## src/rtl/edo_ctrl_pkg.sv

```systemverilog
// Shared types and cycle arithmetic for the EDO DRAM controller.
// Assumes timing values are given in picoseconds as positive integers.
package edo_ctrl_pkg;

    typedef enum logic [2:0] {
        ST_IDLE,   // row strobe high, bank precharging or closed
        ST_ACT,    // row strobe low, waiting out row-to-column delay
        ST_CSET,   // column address and write strobe set up
        ST_CAS,    // column strobe(s) low
        ST_OPEN,   // row held open, column strobes high
        ST_REF     // pins released to refresh scheduler
    } ctl_state_t;

    // Smallest cycle count covering a minimum, never below one
    function automatic int cyc_ceil(input int ps, input int per);
        int c;
        c = (ps + per - 1) / per;
        return (c < 1) ? 1 : c;
    endfunction

    // Largest cycle count staying within a maximum
    function automatic int cyc_floor(input int ps, input int per);
        return ps / per;
    endfunction

    function automatic int max2(input int a, input int b);
        return (a > b) ? a : b;
    endfunction

    // Counter width able to hold v
    function automatic int bits_for(input int v);
        int b;
        b = $clog2(v + 1);
        return (b < 1) ? 1 : b;
    endfunction

endpackage

```

## src/rtl/edo_timing_cnt.sv

```systemverilog
// Load-and-drain cycle counter. done is high once the loaded value
// has counted down to zero; holds at zero until the next load.
module edo_timing_cnt #(
    parameter int W = 4
) (
    input  logic         clk,
    input  logic         rst_n,
    input  logic         load,
    input  logic [W-1:0] load_val,
    output logic         done
);
    logic [W-1:0] cnt;

    // Count down toward zero, reload on request
    always_ff @(posedge clk) begin
        if (!rst_n)          cnt <= '0;
        else if (load)       cnt <= load_val;
        else if (cnt != '0)  cnt <= cnt - 1'b1;
    end

    assign done = (cnt == '0);
endmodule

```

## src/rtl/edo_row_track.sv

```systemverilog
// Remembers which row is open and compares it to an incoming row.
// Assumes set and clr are never high in the same cycle.
module edo_row_track #(
    parameter int ROW_W = 10
) (
    input  logic             clk,
    input  logic             rst_n,
    input  logic             set,
    input  logic             clr,
    input  logic [ROW_W-1:0] set_row,
    input  logic [ROW_W-1:0] req_row,
    output logic             open_vld,
    output logic             hit
);
    logic [ROW_W-1:0] open_row;

    // Track the activated row and whether any row is open
    always_ff @(posedge clk) begin
        if (!rst_n) begin
            open_vld <= 1'b0;
            open_row <= '0;
        end else if (set) begin
            open_vld <= 1'b1;
            open_row <= set_row;
        end else if (clr) begin
            open_vld <= 1'b0;
        end
    end

    assign hit = open_vld && (open_row == req_row);
endmodule

```

## src/rtl/edo_pin_mux.sv

```systemverilog
// Address phase multiplexer and per-byte-lane column strobe decode.
// Reads enable every lane; writes enable only lanes with a set enable.
module edo_pin_mux #(
    parameter int PIN_W = 10,
    parameter int LANES = 2
) (
    input  logic [2*PIN_W-1:0] addr_q,
    input  logic               col_sel,
    input  logic               cas_phase,
    input  logic               is_write,
    input  logic [LANES-1:0]   be_q,
    output logic [PIN_W-1:0]   pin_addr,
    output logic [LANES-1:0]   cas_n
);
    // Row half on activation, column half otherwise
    always_comb begin
        pin_addr = col_sel ? addr_q[PIN_W-1:0] : addr_q[2*PIN_W-1:PIN_W];
    end

    for (genvar l = 0; l < LANES; l++) begin : g_lane
        assign cas_n[l] = !(cas_phase && (!is_write || be_q[l]));
    end
endmodule

```

## src/rtl/edo_dram_ctrl.sv

```systemverilog
// EDO DRAM access controller (top). Turns host requests into row/column
// strobe sequences, keeps the row open for page hits, closes it before
// the row-low limit, and yields to a refresh scheduler on grant.
// Assumes: symmetric row/column width, 16-bit data in two byte lanes,
// RD_LAT small enough that read data is sampled before the next column
// strobe fall (RD_LAT <= C_CAS + 2).
module edo_dram_ctrl
    import edo_ctrl_pkg::*;
#(
    parameter int PIN_W        = 10,
    parameter int CLK_PS       = 20000,
    parameter int T_RP_PS      = 25000,
    parameter int T_RAS_PS     = 35000,
    parameter int T_RAS_MAX_PS = 100000000,
    parameter int T_RCD_PS     = 17000,
    parameter int T_RC_PS      = 65000,
    parameter int T_CAS_PS     = 6000,
    parameter int RD_LAT       = 2
) (
    input  logic               clk,
    input  logic               rst_n,
    input  logic               req_valid,
    input  logic               req_we,
    input  logic [2*PIN_W-1:0] req_addr,
    input  logic [15:0]        req_wdata,
    input  logic [1:0]         req_be,
    output logic               req_ready,
    output logic               rd_valid,
    output logic [15:0]        rd_data,
    input  logic               ref_grant,
    output logic               ref_ack,
    output logic [PIN_W-1:0]   dram_addr,
    output logic               dram_ras_n,
    output logic               dram_ucas_n,
    output logic               dram_lcas_n,
    output logic               dram_we_n,
    output logic               dram_oe_n,
    output logic [15:0]        dram_dq_out,
    output logic               dram_dq_oe,
    input  logic [15:0]        dram_dq_in
);
    localparam int C_RP      = cyc_ceil(T_RP_PS, CLK_PS);
    localparam int C_RCD     = cyc_ceil(T_RCD_PS, CLK_PS);
    localparam int C_CAS     = cyc_ceil(T_CAS_PS, CLK_PS);
    localparam int C_RAS_MAX = cyc_floor(T_RAS_MAX_PS, CLK_PS);
    localparam int RAS_HOLD  = max2(cyc_ceil(T_RAS_PS, CLK_PS),
                                    cyc_ceil(T_RC_PS, CLK_PS) - C_RP);
    localparam int RAS_LIMIT = C_RAS_MAX - C_CAS - 3;
    localparam int PH_W      = bits_for(max2(C_RCD, C_CAS));
    localparam int RP_W      = bits_for(C_RP);
    localparam int RC_W      = bits_for(C_RAS_MAX);

    ctl_state_t st, st_nxt;

    logic [2*PIN_W-1:0] addr_q;
    logic [15:0]        wdata_q;
    logic [1:0]         be_q;
    logic               we_q;
    logic [RC_W-1:0]    ras_cnt;
    logic               ph_done, rp_done, ph_load, rp_load;
    logic [PH_W-1:0]    ph_val;
    logic               row_open, row_hit;
    logic               accept_idle, accept_hit, close_row;
    logic               ras_min_ok, near_max, ras_low;
    logic               rd_start, rd_tap;
    logic [1:0]         cas_n;

    // Phase durations: row-to-column delay and column strobe width
    edo_timing_cnt #(.W(PH_W)) u_phase (
        .clk(clk), .rst_n(rst_n), .load(ph_load), .load_val(ph_val), .done(ph_done)
    );

    // Precharge time after the row strobe rises
    edo_timing_cnt #(.W(RP_W)) u_prech (
        .clk(clk), .rst_n(rst_n), .load(rp_load),
        .load_val(RP_W'(C_RP - 1)), .done(rp_done)
    );

    edo_row_track #(.ROW_W(PIN_W)) u_rows (
        .clk(clk), .rst_n(rst_n),
        .set(accept_idle), .clr(close_row),
        .set_row(req_addr[2*PIN_W-1:PIN_W]), .req_row(req_addr[2*PIN_W-1:PIN_W]),
        .open_vld(row_open), .hit(row_hit)
    );

    edo_pin_mux #(.PIN_W(PIN_W), .LANES(2)) u_pins (
        .addr_q(addr_q), .col_sel(st != ST_ACT),
        .cas_phase(st == ST_CAS), .is_write(we_q), .be_q(be_q),
        .pin_addr(dram_addr), .cas_n(cas_n)
    );

    assign ras_low    = (st == ST_ACT) || (st == ST_CSET) || (st == ST_CAS) || (st == ST_OPEN);
    assign ras_min_ok = (ras_cnt >= RC_W'(RAS_HOLD - 1));
    assign near_max   = (ras_cnt >= RC_W'(RAS_LIMIT));

    assign accept_idle = (st == ST_IDLE) && req_valid && !ref_grant && rp_done;
    assign accept_hit  = (st == ST_OPEN) && req_valid && !ref_grant && row_hit && !near_max;
    assign req_ready   = accept_idle || accept_hit;
    assign close_row   = (st == ST_OPEN) && (st_nxt == ST_IDLE);

    // Next-state decision for the strobe sequencer
    always_comb begin
        st_nxt = st;
        unique case (st)
            ST_IDLE: begin
                if (ref_grant && rp_done) st_nxt = ST_REF;
                else if (accept_idle)     st_nxt = ST_ACT;
            end
            ST_ACT:  if (ph_done) st_nxt = ST_CSET;
            ST_CSET: st_nxt = ST_CAS;
            ST_CAS:  if (ph_done) st_nxt = ST_OPEN;
            ST_OPEN: begin
                if (accept_hit) st_nxt = ST_CSET;
                else if (ras_min_ok && (ref_grant || near_max || (req_valid && !row_hit)))
                    st_nxt = ST_IDLE;
            end
            ST_REF:  if (!ref_grant) st_nxt = ST_IDLE;
            default: st_nxt = ST_IDLE;
        endcase
    end

    // Counter loads derived from the transition being taken
    always_comb begin
        ph_load = accept_idle || (st == ST_CSET);
        ph_val  = (st == ST_CSET) ? PH_W'(C_CAS - 1) : PH_W'(C_RCD - 1);
        rp_load = close_row || (st == ST_REF);
    end

    // State register
    always_ff @(posedge clk) begin
        if (!rst_n) st <= ST_IDLE;
        else        st <= st_nxt;
    end

    // Capture the accepted request
    always_ff @(posedge clk) begin
        if (!rst_n) begin
            addr_q  <= '0;
            wdata_q <= '0;
            be_q    <= '0;
            we_q    <= 1'b0;
        end else if (req_ready) begin
            addr_q  <= req_addr;
            wdata_q <= req_wdata;
            be_q    <= req_be;
            we_q    <= req_we;
        end
    end

    // Cycles the row strobe has been low, saturating at the limit
    always_ff @(posedge clk) begin
        if (!rst_n || !ras_low)               ras_cnt <= '0;
        else if (ras_cnt != RC_W'(C_RAS_MAX)) ras_cnt <= ras_cnt + 1'b1;
    end

    // Read sample delay line, started as the column strobe falls
    assign rd_start = (st == ST_CSET) && !we_q;
    if (RD_LAT == 1) begin : g_lat1
        assign rd_tap = rd_start_q;
        logic rd_start_q;
        always_ff @(posedge clk) begin
            if (!rst_n) rd_start_q <= 1'b0;
            else        rd_start_q <= rd_start;
        end
    end else begin : g_latn
        logic [RD_LAT-1:0] pipe;
        // Shift the read marker toward the sample point
        always_ff @(posedge clk) begin
            if (!rst_n) pipe <= '0;
            else        pipe <= {pipe[RD_LAT-2:0], rd_start};
        end
        assign rd_tap = pipe[RD_LAT-1];
    end

    // Return read data with a one-cycle strobe
    always_ff @(posedge clk) begin
        if (!rst_n) begin
            rd_valid <= 1'b0;
            rd_data  <= '0;
        end else begin
            rd_valid <= rd_tap;
            if (rd_tap) rd_data <= dram_dq_in;
        end
    end

    // DRAM pin decode from state and captured request
    always_comb begin
        dram_ras_n  = !ras_low;
        dram_ucas_n = cas_n[1];
        dram_lcas_n = cas_n[0];
        dram_we_n   = !(we_q && ((st == ST_CSET) || (st == ST_CAS)));
        dram_dq_oe  = we_q && ((st == ST_CSET) || (st == ST_CAS));
        dram_oe_n   = !(!we_q && ((st == ST_CSET) || (st == ST_CAS) || (st == ST_OPEN)));
        dram_dq_out = wdata_q;
        ref_ack     = (st == ST_REF);
    end
endmodule

```

## config.mk

```make
export PLATFORM = sky130hd
export DESIGN_NAME = edo_dram_ctrl
export DESIGN_NICKNAME = d
export VERILOG_FILES = /design/src/rtl/edo_ctrl_pkg.sv /design/src/rtl/edo_timing_cnt.sv /design/src/rtl/edo_row_track.sv /design/src/rtl/edo_pin_mux.sv /design/src/rtl/edo_dram_ctrl.sv
export SDC_FILE = /design/constraint.sdc
export NUM_CORES = 1
export LEC_CHECK = 0
export BUFFER_PORTS_ARGS = -buffer_cell sky130_fd_sc_hd__buf_2
export CORE_MARGIN = 4
export CORE_UTILIZATION = 47
export DETAILED_ROUTE_END_ITERATION = 12
export PLACE_DENSITY = 0.73
export SLEW_MARGIN = 10
export SYNTH_ARGS = -nofsm -noshare
export SYNTH_HDL_FRONTEND = slang
export SYNTH_SLANG_ARGS = --single-unit
```

## constraint.sdc

```tcl
create_clock -name clk -period 2.82 [get_ports clk]
set_input_delay 0.846 -clock clk [delete_from_list [all_inputs] [get_ports clk]]
set_output_delay 0.846 -clock clk [all_outputs]
set_load 0.05 [all_outputs]
```

Word-level counts from Yosys, hierarchy flattened --
Cells that the tools add are included.
Storage, ports and cells: flip-flop bits (word level) 88, input bits 59, output and inout bits 51
Cells by class: $add $sub $neg 3, magnitude comparators 2, equal/unequal tests 8, multiplexer cells 13, bitwise logic cells 2, reductions and logical operators 48
Operators by type and width (number):
- 2-to-1 mux 3 bit | 7
- one-hot mux 3 bit (6 select lines) | 1
- logical AND 1 bit | 17
- adder 13 x 1 -> 13 bit (second input constant) | 1
- >= comparator 13 x 1 -> 1 bit (second input constant) | 1
- >= comparator 13 bit (second input constant) | 1
- logical OR 1 bit | 13
- != test 13 bit (second input constant) | 1
- equality test 10 bit | 1
- zero test 1 bit | 10
- 2-to-1 mux 10 bit | 1
- equality test 3 x 2 -> 1 bit (second input constant) | 2
- equality test 3 bit (second input constant) | 2
- zero test 3 bit | 2
- nonzero test 2 bit | 3
- 2-to-1 mux 1 bit | 4
- equality test 3 x 1 -> 1 bit (second input constant) | 1
- != test 3 x 1 -> 1 bit (second input constant) | 1
- OR reduction 3 bit | 1
- zero test 2 bit | 1
- NOT 1 bit | 2
- OR reduction 2 bit | 1
- subtractor 2 x 1 -> 2 bit (second input constant) | 1
- subtractor 1 bit (second input constant) | 1

Longest topological paths before layout --
Gate-level depths: netlist (run 1).
word-level depth 13, depth in mapped cells 8, mapped depth without buffers 7

Modules after synthesis --
From an unflattened synthesis (run 1), not the netlist that was laid out.
Unflattened totals: cells, all modules 438, area total of the unflattened synthesis 4171.5 µm²
By module, submodules not included:
- edo_dram_ctrl | times used 1, cells each 359, area an instance 3320.7 µm², seq. area each 1481.4 µm²
- edo_row_track | times used 1, cells each 49, area an instance 521.8 µm², seq. area each 220.2 µm²
- edo_pin_mux | times used 1, cells each 14, area an instance 175.2 µm², seq. area each 0.0 µm²
- edo_timing_cnt at u_prech | times used 1, cells each 13, area an instance 123.9 µm², seq. area each 40.0 µm²
- edo_timing_cnt at u_phase | times used 1, cells each 3, area an instance 30.0 µm², seq. area each 20.0 µm²

Least setup slack after synthesis (run 1) --
OpenSTA, ideal clock, no wires.
path kind in2out, start in ref_grant, end out req_ready, arrival 2.190 ns, path slack -0.216 ns, cell stages on the path 6, path buffers 2, path through nand2b_1 > or4_1 > clkbuf_2 > a21boi_4 > buf_6 > inv_1
On the way: cells in the longest elaborated chain, start to end 5, elaborated cells between the ends (all ways) 7, classes of those cells reduce/logical (7)
RTL lines:
- start: declaration | line edo_dram_ctrl.sv:30 | input logic ref_grant,
- zero test 1 bit (*)
- logical AND 1 bit (3 in a row) | line edo_dram_ctrl.sv:97 | assign accept_hit = (st == ST_OPEN) && req_valid && !ref_grant && row_hit && !near_max;
- logical OR 1 bit (*) | line edo_dram_ctrl.sv:98 | assign req_ready = accept_idle || accept_hit;
- end: declaration | line edo_dram_ctrl.sv:27 | output logic req_ready,
Every way passes the cells marked *; elsewhere a longest branch is shown, timed or not.

Final worst setup path (run 1) --
start in req_addr[15], end out req_ready
On the way: cells in the longest elaborated chain, start to end 5
RTL lines:
- start: declaration | line edo_dram_ctrl.sv:24 | input logic [2*PIN_W-1:0] req_addr,
- equality test 10 bit | line edo_row_track.sv:30 | assign hit = open_vld && (open_row == req_row);
- logical AND 1 bit | line edo_row_track.sv:30
- logical AND 1 bit (2 in a row) | line edo_dram_ctrl.sv:97
- logical OR 1 bit | line edo_dram_ctrl.sv:98
No other way between the ends.

==> metrics, run 1 <==
f_max 364 MHz; H-tree depth 3; CTS tree yes; Total GRT Usage 18.3%; register bit count reported by yosys 88; CTS clk-pin slew, worst paths 80 ps; # fillers 724; Synth Area per Inst 9.24 µm²; synthesized area 3970 µm²; Max Cap Viol 0; worst hold margin 439 ps; maximum fanout along the worst path 3; # nets final 614; async set-reset flop share out of synthesis 0%; Hold Fails Final Rpt 0; leakage power 2.43 nW; layout cells sized above 1 32.4%; routed wire length 8800 µm; Final setup viols 0; EDFF count, synth 0; via count 3,279; post-route total power 3.88 mW; max_slew headroom 39.8%; Crit Path Class in2out; largest net degree at the start of global routing 42; number of global-route vias before repair 3,370; Die ar. 9990 µm²; Worst Setup Start Kind input port; die height 100 µm; Pins Over Slew Limit 0; Residual DRC 0; area delta synth->final 26.2%; I/O pin cnt 110; Worst setup EP type output pin; Detail Route Antenna Nets 0; Syn Nets 493; Clock Sinks 88; Pwr Density 773 nW/µm²; Final period util 97.4%; Hold WC Path Type reg2reg; WL/cell 13.3 µm; hpwl dp 6500 µm; GR Overflow Total 0; cell row count 33; Max Clock Skew 10.2 ps; die width 100 µm; post-CTS setup repair buffer count 0; top_reg_cell synth dfxtp_1; Req. time, crit path 1970 ps; non-filler cells, final 661; crit path time final 2750 ps; DR vias/cell 4.96; status completed; Synth Warn # 0; fin util 61.0%; Placed Cells 645; Fin Setup TNS 0 ps; global-route wire length before repair 15,000 µm; CTS root buf clkbuf_8; Detailed Route Iter0 Violations 102; CTS max path bufs 2; cts bufs inserted 9; core area 8220 µm²; Pre-antenna DRT Iters 4; Clock Latency Late Sink 350 ps; Initial Utilization 48.4%; WP data arrival 1900 ps; initial antenna violation count 0; worst slew pin tran 902 ps; synthesized instance count 430; sequential share of the synthesized area 44.3%; VDD IR max 357 µV; Yosys cell types 48; Final Wtd Congestion 0.900; number of diodes 0; IO buf count 109
==> cell usage in the layout, fill, tap and decap left out, drive strengths merged, types with 7 or more instances in the layout <==
cell	instances
mux2i	67
mux2	10
buf	136
nor2	42
clkbuf	11
inv	8
nand3	8
dfxtp	88
xnor2	18
nand2	88
a21oi	8
nand4	7
nand2b	8
==> flip-flops by register name, indices dropped and copies added (netlist names) <==
register / cells
we_q: 1
rd_valid: 1
u_rows.open_vld: 1
u_phase.cnt: 1
addr_q: 20
rd_data: 16
ras_cnt: 13
be_q: 2
dram_dq_out: 16
g_latn.pipe: 2
st: 3
u_prech.cnt: 2
u_rows.open_row: 10
==> kinds of logic (layout without fill, tap and decap cells) <==
kind of cell | count (synthesis) | in the layout | synth area share, %
and+or+nand+nor | 183 | 183 | 21.3
xor gates and xnor gates | 24 | 24 | 5.29
adders and majority gates | 4 | 4 | 1.26
buffers and inverters | 34 | 160 | 4.34
AOI/OAI and AO/OA | 19 | 19 | 3.68
other | 1 | 1 | 0.0944
DFF | 88 | 88 | 44.3
muxes | 77 | 77 | 19.7
==> cell type report <==
class,instances,area (µm²),area share [%]
repair buffers,136,754,15.0
inverters,8,33.8,0.674
flip-flops and latches,88,1760,35.1
multi-input cells,308,2120,42.2
clock inverters,5,63.8,1.27
clock buffers,11,151,3.02
well taps,105,131,2.62
==> cell usage after synthesis, types with 3 or more instances <==
library cell / count / area share (%)
nand2b_1: 8 / 1.3
mux2_2: 10 / 2.8
nand2_1: 88 / 8.3
xor2_1: 6 / 1.3
nand4_1: 7 / 1.1
and2_1: 3 / 0.47
nor2_1: 42 / 4.0
xnor2_1: 18 / 4.0
clkbuf_1: 14 / 1.3
nor3_1: 3 / 0.38
buf_2: 5 / 0.63
ha_1: 4 / 1.3
nor4_1: 5 / 0.79
mux2i_1: 67 / 17
a21oi_1: 7 / 0.88
nand3_1: 8 / 1.0
dfxtp_1: 88 / 44
buf_6: 5 / 1.4
inv_1: 8 / 0.76
==> metal layers <==
layer	routed length [µm]	GRT usage [%]	vias up
met4	140	6.09	0
met5	0	0	-
met2	4150	30.2	82
met1	3960	22.8	1503
met3	550	5.42	12
li1	-	-	1682
==> worst max-delay path, cell delays in order <==
cell and delay (ps):
buf_2 120, xnor2_1 200, nand4_1 170, nor3_4 260, a21boi_4 90, clkinvlp_4 70, buf_6 150
==> worst paths after layout <==
kind	from	to	slack, ps	depth (start not counted)
max	req_addr[15]	req_ready	70	7
min	g_latn.pipe[0]	g_latn.pipe[1]	440	1
max reg2reg	ras_cnt[7]	addr_q[9]	740	6
min reg2reg	g_latn.pipe[0]	g_latn.pipe[1]	440	1
==> where the power goes <==
part | switching (mW) | total, mW | internal, mW
combinational | 0.895 | 1.46 | 0.562
sequential | 0.109 | 1.50 | 1.39
clock | 0.453 | 0.917 | 0.464
total | 1.46 | 3.88 | 2.42
==> metrics by stage <==
stage / worst slack [ps] / instance area, µm²
floorplan: -15.4 / 3990
global placement: -98.8 / 4730
detailed placement: -78.5 / 4730
CTS: 25.9 / 4960
global route: -3.05 / 5010
finish: 72.1 / 5010
==> repair_timing <==
| action | 4_1_cts | 5_1_grt |
|---|---|---|
| hold buffers | 0 | 0 |
| pin swaps | 0 | 1 |
| gates resized for setup | 4 | 8 |
| setup endpoints to repair | 1 | 1 |
No activity file was read; power rests on OpenSTA's default activity.
==> inputs of run 2 (changes only) <==
--- a/config.mk
+++ b/config.mk
@@ -7,9 +7,9 @@
 export LEC_CHECK = 0
 export BUFFER_PORTS_ARGS = -buffer_cell sky130_fd_sc_hd__buf_2
 export CORE_MARGIN = 4
-export CORE_UTILIZATION = 47
+export CORE_UTILIZATION = 56
 export DETAILED_ROUTE_END_ITERATION = 12
-export PLACE_DENSITY = 0.73
+export PLACE_DENSITY = 0.82
 export SLEW_MARGIN = 10
 export SYNTH_ARGS = -nofsm -noshare
 export SYNTH_HDL_FRONTEND = slang
==> constraint.sdc (replaced) <==
create_clock -name clk -period 3.45 [get_ports clk]
set_input_delay 1.035 -clock clk [delete_from_list [all_inputs] [get_ports clk]]
set_output_delay 1.035 -clock clk [all_outputs]
set_load 0.05 [all_outputs]
==> run 2 against run 1 <==
Against the previous run: final cell count fell by 4.5%; clock-buffer cell count did not move; worst hold slack got worse by 2.3 ps; via count fell by 1.7%; largest power group unchanged; combinational power fell by 27%; register-to-register slack improved by 690 ps; non-clock buffer count fell by 21; clock skew fell by 1.5 ps; global-route usage rose by 1.9 points.
==> metrics, run 2 (synthesized netlist as in run 1, its figures left out) <==
# nets final 593; WP data arrival 2230 ps; leakage power 2.28 nW; Most flops, register addr_q; Post-Place Worst Slack 159 ps; Detailed Route Iter0 Violations 119; die height 92.2 µm; clock power share 22.4%; Pwr Density 627 nW/µm²; Max Clock Skew 8.72 ps; met2 Use GR 33.6%; beginning of the worst hold path g_latn.pipe[0]; status completed; Pre-antenna DRT Iters 4; fin util 69.4%; H-tree depth 3; Detail Route Antenna Nets 0; maximum fanout along the worst path 3; met3 Track Usage GR 5.09%; Comb pwr share 35.5%; Post-CTS Hold Buffers 0; IO buf count 109; hpwl dp 5970 µm; Top cell by count, worst path buf_2; Final Wtd Congestion 0.800; via count 3,224; core area 6830 µm²; R2R Setup Slk 1430 ps; cts bufs inserted 9; Fin Setup TNS 0 ps; Clock Sinks 88; Hold Fails Final Rpt 0; Hold WC Path Type reg2reg; Worst setup EP type output pin; Req. time, crit path 2410 ps; routed wire length 8100 µm; post-CTS setup repair buffer count 0; largest net degree at the start of global routing 82; P_sw 1.15 mW; Crit path largest cell delay 490 ps; f_max 306 MHz; PnR worst setup slack 182 ps; CTS root buf clkbuf_8; Crit Path Class in2out; Final period util 94.7%; number of diodes 0; Max Cap Viol 0; Seq pwr share 42.1%; Pint 1.83 mW; post_cts resized 0; FF-to-FF Start st[0]; WL/cell 12.8 µm; CTS clk-pin slew, worst paths 80 ps; global-route wire length before repair 14,100 µm; initial antenna violation count 0; Total GRT Usage 20.1%; die width 92.2 µm; Clock Latency Late Sink 350 ps; cell row count 30; CTS max path bufs 2; Worst Setup Start Kind input port; Final setup viols 0; worst slew pin tran 895 ps; number of global-route vias before repair 3,243; CP max-delay cell or4_1; most frequent cells in the layout buf_2 (109), nand2_1 (88), dfxtp_1 (88); crit path time final 3270 ps; sum of buffers and inverters on the critical path 3; area delta synth->final 19.3%; Largest register FFs 20; max_slew headroom 40.3%; RSZ-0062 raised after global routing false; Residual DRC 0; non-filler cells, final 631; met1 Use GR 24.9%; I/O pin cnt 110; GR Overflow Total 0; Pins Over Slew Limit 0; CTS tree yes; Die ar. 8510 µm²; Switching Share 38.6%; critical path cell sequence buf_2, nand2b_1, or4_1, a21boi_4, inv_1, buf_2; VDD IR max 384 µV; worst setup path start ref_grant; layout cells sized above 1 28.0%; leading cell type in the layout, fill and taps excluded buf_2; CP top delay family simple AND/OR/NAND/NOR gates; Placed Cells 615; Initial Utilization 58.2%; busiest layer in global routing met2; DR vias/cell 5.11
run 2: worst register-to-register path, cell delays in order (launching register included):
cell and delay [ps]:
dfxtp_1 570, nor2_1 190, nand3_1 130, nor3_2 70, a21boi_4 160, buf_4 530
mux2i_1 300
run 2: area by class of cell:
| cell class | count | area, µm² |
|---|---|---|
| sequential | 88 | 1760 |
| tap | 96 | 120 |
| clock inverter | 5 | 40.0 |
| multi-input combinational | 308 | 2050 |
| clock buffer | 11 | 151 |
| timing repair buffer | 115 | 591 |
| fill | 568 | 2090 |
| inverter | 8 | 30.0 |
run 2: final timing paths:
path	endpoint	cells past startpoint
worst max register to register	dram_dq_out[2]	6
worst min-delay path	g_latn.pipe[1]	1
worst max-delay path	req_ready	6
worst min register to register	g_latn.pipe[1]	1
run 2: through the flow:
| stage | power [mW] | hold WS [ps] | instance area [µm²] |
|---|---|---|---|
| final | 2.97 | 436 | 4740 |
| after global routing | 3.14 | 458 | 4740 |
| after CTS | 3.01 | 441 | 4730 |
| after detailed placement | 2.33 | 421 | 4540 |
| after global placement | 2.30 | 420 | 4540 |
| after floorplan | 2.12 | 412 | 3970 |
run 2: power groups by stage:
stage	logic, mW	clock network (mW)	registers, mW
floorplan	0.784	0	1.33
global placement	1.03	0	1.27
detailed placement	1.06	0	1.27
CTS	1.06	0.696	1.25
global route	1.14	0.733	1.27
finish	1.06	0.667	1.25
run 2: routing by layer:
metal | routed length (µm) | up-vias
li1 | - | 1638
met5 | 0 | -
met4 | 122 | 0
met3 | 544 | 12
met1 | 3530 | 1485
met2 | 3900 | 89
